### src/rtl/evt_irq_pkg.sv
package evt_irq_pkg;

    localparam int EVT_W     = 32;
    localparam int NUM_LINES = 13;
    localparam int EVT_LSB   = EVT_W - NUM_LINES;
    localparam int ADDR_W    = 2;
    localparam int GRACE_BIT = 28;

    typedef enum logic [ADDR_W-1:0] {
        SEL_EVENT = 2'd0,
        SEL_MASK  = 2'd1,
        SEL_TXCTL = 2'd2,
        SEL_NONE  = 2'd3
    } reg_sel_e;

    typedef struct packed {
        logic             wr;
        reg_sel_e         sel;
        logic [EVT_W-1:0] data;
    } reg_req_t;

    // Bits of the event word that may hold a value.
    function automatic logic [EVT_W-1:0] valid_bits();
        logic [EVT_W-1:0] v;
        v = '0;
        for (int b = EVT_LSB; b < EVT_W; b++) v[b] = 1'b1;
        return v;
    endfunction

    // Fixed interrupt-line to event-bit routing.
    function automatic int line_to_bit(int line);
        case (line)
            0:       return 27;
            1:       return 26;
            2:       return 19;
            3:       return 20;
            4:       return 25;
            5:       return 24;
            6:       return 23;
            7:       return 21;
            8:       return 31;
            9:       return 28;
            10:      return 22;
            11:      return 29;
            default: return 30;
        endcase
    endfunction

endpackage

### src/rtl/evt_store.sv
module evt_store
    import evt_irq_pkg::*;
#(
    parameter int W   = EVT_W,
    parameter int LSB = EVT_LSB
) (
    input  logic         clk,
    input  logic         rst,
    input  logic [W-1:0] set_word,
    input  logic [W-1:0] clr_word,
    output logic [W-1:0] evt_q
);
    localparam logic [W-1:0] KEEP = valid_bits();

    logic [W-1:0] evt_d;

    always_comb begin
        // set is applied after clear, so a set wins
        evt_d = ((evt_q & ~clr_word) | set_word) & KEEP;
    end

    always_ff @(posedge clk) begin
        if (rst) evt_q <= '0;
        else     evt_q <= evt_d;
    end

    assert_low_zero_R9: assert property (@(posedge clk) disable iff (rst)
        evt_q[LSB-1:0] == '0);

    for (genvar b = LSB; b < W; b++) begin : g_bitchk
        assert_set_R2: assert property (@(posedge clk) disable iff (rst)
            set_word[b] |=> evt_q[b]);
        assert_clear_R3: assert property (@(posedge clk) disable iff (rst)
            (clr_word[b] && !set_word[b]) |=> !evt_q[b]);
        assert_set_wins_R7: assert property (@(posedge clk) disable iff (rst)
            (clr_word[b] && set_word[b]) |=> evt_q[b]);
    end
endmodule

### src/rtl/mask_store.sv
module mask_store
    import evt_irq_pkg::*;
#(
    parameter int W = EVT_W
) (
    input  logic         clk,
    input  logic         rst,
    input  logic         load,
    input  logic [W-1:0] load_val,
    output logic [W-1:0] mask_q
);
    always_ff @(posedge clk) begin
        if (rst)       mask_q <= '0;
        else if (load) mask_q <= load_val;
    end

    assert_mask_load_R4: assert property (@(posedge clk) disable iff (rst)
        load |=> (mask_q == $past(load_val)));
    assert_mask_hold_R4: assert property (@(posedge clk) disable iff (rst)
        !load |=> $stable(mask_q));
endmodule

### src/rtl/line_router.sv
module line_router
    import evt_irq_pkg::*;
#(
    parameter int W = EVT_W,
    parameter int N = NUM_LINES
) (
    input  logic         clk,
    input  logic         rst,
    input  logic [W-1:0] evt,
    input  logic [W-1:0] mask,
    output logic [N-1:0] irq_q
);
    for (genvar i = 0; i < N; i++) begin : g_line
        localparam int B = line_to_bit(i);

        always_ff @(posedge clk) begin
            if (rst) irq_q[i] <= 1'b0;
            else     irq_q[i] <= evt[B] & mask[B];
        end

        assert_masked_off_R6: assert property (@(posedge clk) disable iff (rst)
            !mask[B] |=> !irq_q[i]);
        assert_no_event_R5: assert property (@(posedge clk) disable iff (rst)
            !evt[B] |=> !irq_q[i]);
    end
endmodule

### src/rtl/evt_irq_mapper.sv
module evt_irq_mapper
    import evt_irq_pkg::*;
(
    input  logic                 clk,
    input  logic                 rst,
    input  logic [NUM_LINES-1:0] hw_set,
    input  logic                 reg_wr_en,
    input  logic [ADDR_W-1:0]    reg_addr,
    input  logic [EVT_W-1:0]     reg_wdata,
    output logic [EVT_W-1:0]     reg_rdata,
    output logic [NUM_LINES-1:0] irq_o
);
    reg_req_t         req;
    logic [EVT_W-1:0] set_word;
    logic [EVT_W-1:0] clr_word;
    logic [EVT_W-1:0] evt_q;
    logic [EVT_W-1:0] mask_q;
    logic             grace_req;

    always_comb begin
        req.wr   = reg_wr_en;
        req.sel  = reg_sel_e'(reg_addr);
        req.data = reg_wdata;
    end

    always_comb begin
        grace_req = req.wr && (req.sel == SEL_TXCTL) && req.data[0];
        set_word  = {hw_set, {EVT_LSB{1'b0}}};
        set_word[GRACE_BIT] = set_word[GRACE_BIT] | grace_req;
        clr_word  = (req.wr && req.sel == SEL_EVENT) ? req.data : '0;
    end

    evt_store #(.W(EVT_W), .LSB(EVT_LSB)) u_evt (
        .clk      (clk),
        .rst      (rst),
        .set_word (set_word),
        .clr_word (clr_word),
        .evt_q    (evt_q)
    );

    mask_store #(.W(EVT_W)) u_mask (
        .clk      (clk),
        .rst      (rst),
        .load     (req.wr && req.sel == SEL_MASK),
        .load_val (req.data),
        .mask_q   (mask_q)
    );

    line_router #(.W(EVT_W), .N(NUM_LINES)) u_route (
        .clk   (clk),
        .rst   (rst),
        .evt   (evt_q),
        .mask  (mask_q),
        .irq_q (irq_o)
    );

    always_comb begin
        case (req.sel)
            SEL_EVENT: reg_rdata = evt_q;
            SEL_MASK:  reg_rdata = mask_q;
            default:   reg_rdata = '0;
        endcase
    end

    assert_grace_R8: assert property (@(posedge clk) disable iff (rst)
        (reg_wr_en && reg_addr == 2'd2 && reg_wdata[0]) |=> evt_q[GRACE_BIT]);
    assert_unused_read_R10: assert property (@(posedge clk) disable iff (rst)
        (reg_addr[1]) |-> (reg_rdata == '0));
    assert_reset_lines_R1: assert property (@(posedge clk)
        rst |=> (irq_o == '0 && evt_q == '0 && mask_q == '0));
endmodule

### config.mk
export PLATFORM = sky130hd
export DESIGN_NAME = evt_irq_mapper
export DESIGN_NICKNAME = d
export VERILOG_FILES = /design/src/rtl/evt_irq_pkg.sv /design/src/rtl/evt_store.sv /design/src/rtl/mask_store.sv /design/src/rtl/line_router.sv /design/src/rtl/evt_irq_mapper.sv
export SDC_FILE = /design/constraint.sdc
export NUM_CORES = 1
export LEC_CHECK = 0
export ABC_AREA = 1
export CAP_MARGIN = 5
export CORE_UTILIZATION = 45
export CTS_BUF_LIST = sky130_fd_sc_hd__clkbuf_8 sky130_fd_sc_hd__clkbuf_16
export DETAILED_ROUTE_END_ITERATION = 12
export DONT_BUFFER_PORTS = 1
export GPL_TIMING_DRIVEN = 0
export HOLD_SLACK_MARGIN = 0.05
export PLACE_DENSITY = 0.62
export RECOVER_POWER = 100
export SYNTH_ARGS = -nofsm -noshare
export SYNTH_HDL_FRONTEND = slang
export SYNTH_SLANG_ARGS = --single-unit
### constraint.sdc
create_clock -name clk -period 1.47 [get_ports clk]
set_input_delay 0.0735 -clock clk [delete_from_list [all_inputs] [get_ports clk]]
set_output_delay 0.0735 -clock clk [all_outputs]
set_load 0.01 [all_outputs]
==> flow_summary.html <==
<table>
<tr><th>Metric</th><th>Value</th></tr>
<tr><th colspan="2">Clock network</th></tr>
<tr><td>Setup Fix Bufs, Post-CTS</td><td>0</td></tr>
<tr><td>Depth of the CTS H-tree</td><td>3</td></tr>
<tr><td>Total number of clock tree sinks</td><td>58</td></tr>
<tr><td>Maximum root-to-sink buffer count</td><td>2</td></tr>
<tr><td>Number of gates resized after CTS</td><td>0</td></tr>
<tr><td>Root cell of the clock tree</td><td>sky130_fd_sc_hd__clkbuf_8</td></tr>
<tr><td>CTS tree</td><td>built</td></tr>
<tr><td>Later-pin clock latency in the skew report</td><td>0.34 ns</td></tr>
<tr><td>Clock buffers created by TritonCTS</td><td>9</td></tr>
<tr><td>Clock transition time at the flip-flop clock pins of the worst setup and hold paths</td><td>0.06 ns</td></tr>
<tr><td>Total of hold buffers inserted after clock tree synthesis</td><td>59</td></tr>
<tr><th colspan="2">Timing</th></tr>
<tr><td>Final critical-path required period</td><td>1.24 ns</td></tr>
<tr><td>Measured slew at the worst slew-check pin</td><td>0.533 ns</td></tr>
<tr><td>Least setup slack across all paths after layout</td><td>0.228 ns</td></tr>
<tr><td>Count of final hold-check violations</td><td>0</td></tr>
<tr><td>Pins Over Slew Limit</td><td>0</td></tr>
<tr><td>Largest clock skew in the final design</td><td>0.00456 ns</td></tr>
<tr><td>Worst Hold Margin</td><td>0.0557 ns</td></tr>
<tr><td>Fmax</td><td>0.805 GHz</td></tr>
<tr><td>Worst slew margin relative to its limit</td><td>64.5%</td></tr>
<tr><td>Final setup violating endpoints</td><td>0</td></tr>
<tr><td>RSZ-0062 raised after global routing</td><td>no</td></tr>
<tr><td>Setup tns final</td><td>0 ns</td></tr>
<tr><td>Part of the cycle the worst path needs</td><td>84.5%</td></tr>
<tr><th colspan="2">Yosys</th></tr>
<tr><td>Post-synthesis register bit count</td><td>58</td></tr>
<tr><td>Yosys top cell area share</td><td>52.0%</td></tr>
<tr><td>Fraction of the mapped netlist area in compound gates</td><td>20.9%</td></tr>
<tr><td>Count of distinct cell types in the synthesized netlist</td><td>16</td></tr>
<tr><td>Dominant combinational cell family by area after synthesis</td><td>compound AO/OA/AOI/OAI gates</td></tr>
<tr><td>Area leader, netlist</td><td>sky130_fd_sc_hd__dfxtp_1</td></tr>
<tr><td>Post-synthesis cell area</td><td>0.00223 mm2</td></tr>
<tr><td>Yosys warnings</td><td>0</td></tr>
<tr><td>Net count of the mapped netlist</td><td>343</td></tr>
<tr><td>Synthesized area divided by synthesized cell count</td><td>7.63 um2</td></tr>
<tr><td>Arithmetic-cell share of the synthesized area counting full adders, half adders and majority gates</td><td>0%</td></tr>
<tr><td>Top post-synthesis cells by area</td><td>sky130_fd_sc_hd__dfxtp_1, sky130_fd_sc_hd__a21oi_1, sky130_fd_sc_hd__inv_1</td></tr>
<tr><td>Sequential share of the synthesized area</td><td>52.0%</td></tr>
<tr><td>Portion of netlist area occupied by mux cells</td><td>0%</td></tr>
<tr><td>Simple-gate share of the synthesized area</td><td>12.8%</td></tr>
<tr><td>Post-synthesis xor/xnor area fraction</td><td>0%</td></tr>
<tr><td>Syn Inst Count</td><td>293</td></tr>
<tr><th colspan="2">Worst setup path</th></tr>
<tr><td>Type of element launching the critical path</td><td>primary input</td></tr>
<tr><td>Highest-delay cell along the critical path</td><td>sky130_fd_sc_hd__dlygate4sd3_1</td></tr>
<tr><td>Series of cell instances along the critical path</td><td>clkbuf_1 &gt; clkbuf_2 &gt; nand3_1 &gt; nand2_1 &gt; a21oi_1 &gt; dlygate4sd3_1</td></tr>
<tr><td>WP data required</td><td>1.70 ns</td></tr>
<tr><td>Buffer and inverter count on the worst path</td><td>3</td></tr>
<tr><td>Critical Path End Type</td><td>flip-flop</td></tr>
<tr><td>Largest fanout on the critical path</td><td>10</td></tr>
<tr><td>Number of logic stages on the critical path including buffering</td><td>6</td></tr>
<tr><td>Worst reg2reg path depth</td><td>3</td></tr>
<tr><td>Biggest cell delay along the critical path</td><td>0.59 ns</td></tr>
<tr><td>Type of the worst setup path</td><td>in -&gt; reg</td></tr>
<tr><td>Arrival time worst endpoint</td><td>1.47 ns</td></tr>
<tr><td>Crit path max-delay family</td><td>buffers and inverters</td></tr>
<tr><th colspan="2">Power and ir drop</th></tr>
<tr><td>Leakage power total</td><td>1.25 nW</td></tr>
<tr><td>Pint</td><td>2.42 mW</td></tr>
<tr><td>Share of power burned in the clock network</td><td>36.2%</td></tr>
<tr><td>Total power draw</td><td>3.29 mW</td></tr>
<tr><td>Maximum vdd drop</td><td>609 uV</td></tr>
<tr><td>Sequential share of power</td><td>51.1%</td></tr>
<tr><td>PD cells</td><td>1080 mW/mm2</td></tr>
<tr><td>Switching Share</td><td>26.4%</td></tr>
<tr><td>Net switching power of the design</td><td>0.866 mW</td></tr>
<tr><td>Comb pwr share</td><td>12.7%</td></tr>
<tr><th colspan="2">Drt</th></tr>
<tr><td>Number of vias per cell after detailed routing</td><td>4.97</td></tr>
<tr><td>Wirelength per Cell</td><td>14.6 um</td></tr>
<tr><td>Routed met1 length</td><td>2.73 mm</td></tr>
<tr><td>Number of detailed-route iterations in the first pass</td><td>4</td></tr>
<tr><td>Final routed DRC violation total</td><td>0</td></tr>
<tr><td>Length of routed met3 wiring</td><td>499 um</td></tr>
<tr><td>Detailed route wirelength on metal2</td><td>3.00 mm</td></tr>
<tr><td>Overall via count from detail_route</td><td>2157</td></tr>
<tr><td>First-iteration detailed-routing DRC count</td><td>101</td></tr>
<tr><td>Number of antenna-violating nets in the routed design</td><td>0</td></tr>
<tr><td>Wire length after detailed routing</td><td>6.34 mm</td></tr>
<tr><td>Max Used Layer</td><td>met4</td></tr>
<tr><th colspan="2">Layout</th></tr>
<tr><td>Top library cells by usage in the layout, fill and taps aside</td><td>sky130_fd_sc_hd__inv_1, sky130_fd_sc_hd__dlygate4sd3_1, sky130_fd_sc_hd__dfxtp_1</td></tr>
<tr><td>NumNets Final</td><td>413</td></tr>
<tr><td>Number of antenna cells inserted</td><td>0</td></tr>
<tr><td>Layout overhead on the synthesized area</td><td>36.4%</td></tr>
<tr><td>Leading cell type in the layout, fill and taps excluded</td><td>sky130_fd_sc_hd__inv_1</td></tr>
<tr><td>Layout cells sized above 1</td><td>7.36%</td></tr>
<tr><th colspan="2">Floorplan</th></tr>
<tr><td>Number of primary I/O pins</td><td>95</td></tr>
<tr><td>Placeable core region</td><td>0.00475 mm2</td></tr>
<tr><td>Floorplan die height</td><td>72.5 um</td></tr>
<tr><td>DIE AREA</td><td>0.00525 mm2</td></tr>
<tr><td>Die Span X</td><td>72.5 um</td></tr>
<tr><td>Site Rows</td><td>25</td></tr>
<tr><td>Initial Util</td><td>47.0%</td></tr>
<tr><th colspan="2">Placed design</th></tr>
<tr><td>Post-detailed-placement half-perimeter wirelength</td><td>3.86 mm</td></tr>
<tr><td>Post-Place Worst Slack</td><td>0.414 ns</td></tr>
<tr><td>Number of buffers inserted by port buffering</td><td>0</td></tr>
<tr><td>Routability Congestion</td><td>0.751</td></tr>
<tr><th colspan="2">GRT</th></tr>
<tr><td>Largest net degree at the start of global routing</td><td>11</td></tr>
<tr><td>GR Overflow Total</td><td>0</td></tr>
<tr><td>Number of antenna violations at the first check in global routing</td><td>0</td></tr>
<tr><td>Wire length of the first global-routing pass</td><td>9.44 mm</td></tr>
<tr><td>Overall fraction of global-route tracks in use</td><td>24.2%</td></tr>
<tr><td>Vias in the first global route</td><td>2069</td></tr>
<tr><th colspan="2">Run</th></tr>
<tr><td>Max-cap check violation count</td><td>0</td></tr>
<tr><th colspan="2">Worst hold path</th></tr>
<tr><td>Depth of the worst hold-timing path</td><td>2</td></tr>
<tr><td>Kind of path behind the tightest hold check</td><td>in -&gt; reg</td></tr>
<tr><th colspan="2">Status</th></tr>
<tr><td>Outcome</td><td>finished, final reports clean</td></tr>
</table>
layer usage:
metal | GRT usage, % | vias to the layer above
met3 | 8.19 | 12
li1 | - | 1084
met5 | 0 | -
met1 | 28.0 | 972
met4 | 9.59 | 0
met2 | 41.2 | 89
worst reg2reg max path: stages, from the launching register on:
cell,delay (ns)
sky130_fd_sc_hd__dfxtp_1,0.33
sky130_fd_sc_hd__nand2_1,0.06
sky130_fd_sc_hd__a21oi_1,0.13
sky130_fd_sc_hd__dlygate4sd3_1,0.57
cells in the mapped netlist:
cell and number:
sky130_fd_sc_hd__buf_2 16, sky130_fd_sc_hd__o22ai_1 13, sky130_fd_sc_hd__nor2_1 21, sky130_fd_sc_hd__dfxtp_1 58
sky130_fd_sc_hd__nand2_1 16, sky130_fd_sc_hd__nand3_2 1, sky130_fd_sc_hd__nor3_1 13, sky130_fd_sc_hd__o21ai_1 28
sky130_fd_sc_hd__o21ai_0 4, sky130_fd_sc_hd__inv_1 60, sky130_fd_sc_hd__inv_2 1, sky130_fd_sc_hd__a21oi_1 45
sky130_fd_sc_hd__nor2_2 1, sky130_fd_sc_hd__clkbuf_2 1, sky130_fd_sc_hd__nand3_1 13, sky130_fd_sc_hd__buf_1 2
stage by stage:
step | instances | area [um2] | utilization (%)
global placement | 360 | 2320 | 48.8
CTS | 434 | 3060 | 64.4
detailed placement | 360 | 2320 | 48.8
finish | 434 | 3050 | 64.1
floorplan | 293 | 2230 | -
global route | 434 | 3050 | 64.1
kinds of logic after synthesis:
group,count (synthesis)
AO/OA/AOI/OAI,90
buffers and inverters,80
AND/OR/NAND/NOR,65
flip-flops,58
registers in the layout, summed over array words and instances (netlist names):
| name | flops |
|---|---|
| u_route.irq_q | 13 |
| u_mask.mask_q | 32 |
| u_evt.evt_q | 13 |
final cells by class:
type / count / area (um2)
plain buffers: 19 / 86.3
clock buffers: 9 / 124
clock inverters: 6 / 27.5
fillers: 444 / 1710
inverters: 61 / 229
multi-input cells: 155 / 747
flip-flops and latches: 58 / 1160
well taps: 67 / 83.8
repair buffers: 59 / 591
power groups by stage:
stage / combinational (mW) / clock [mW] / sequential, mW
2_1_floorplan: 0.223 / 0 / 1.70
3_3_place_gp: 0.279 / 0 / 1.71
3_5_place_dp: 0.284 / 0 / 1.71
4_1_cts: 0.418 / 1.19 / 1.68
5_1_grt: 0.460 / 1.28 / 1.68
6_report: 0.418 / 1.19 / 1.68
worst paths after layout:
kind | slack [ns] | from | endpoint
worst max-delay path | 0.23 | reg_wr_en | u_evt.evt_q[27]$_SDFF_PP0_
worst min-delay path | 0.06 | rst | u_route.irq_q[6]$_SDFF_PP0_
worst max register to register | 0.32 | u_evt.evt_q[27]$_SDFF_PP0_ | u_evt.evt_q[27]$_SDFF_PP0_
worst min register to register | 0.45 | u_mask.mask_q[8]$_SDFFE_PP0P_ | u_mask.mask_q[8]$_SDFFE_PP0P_
(Power assumes the default switching activity.)
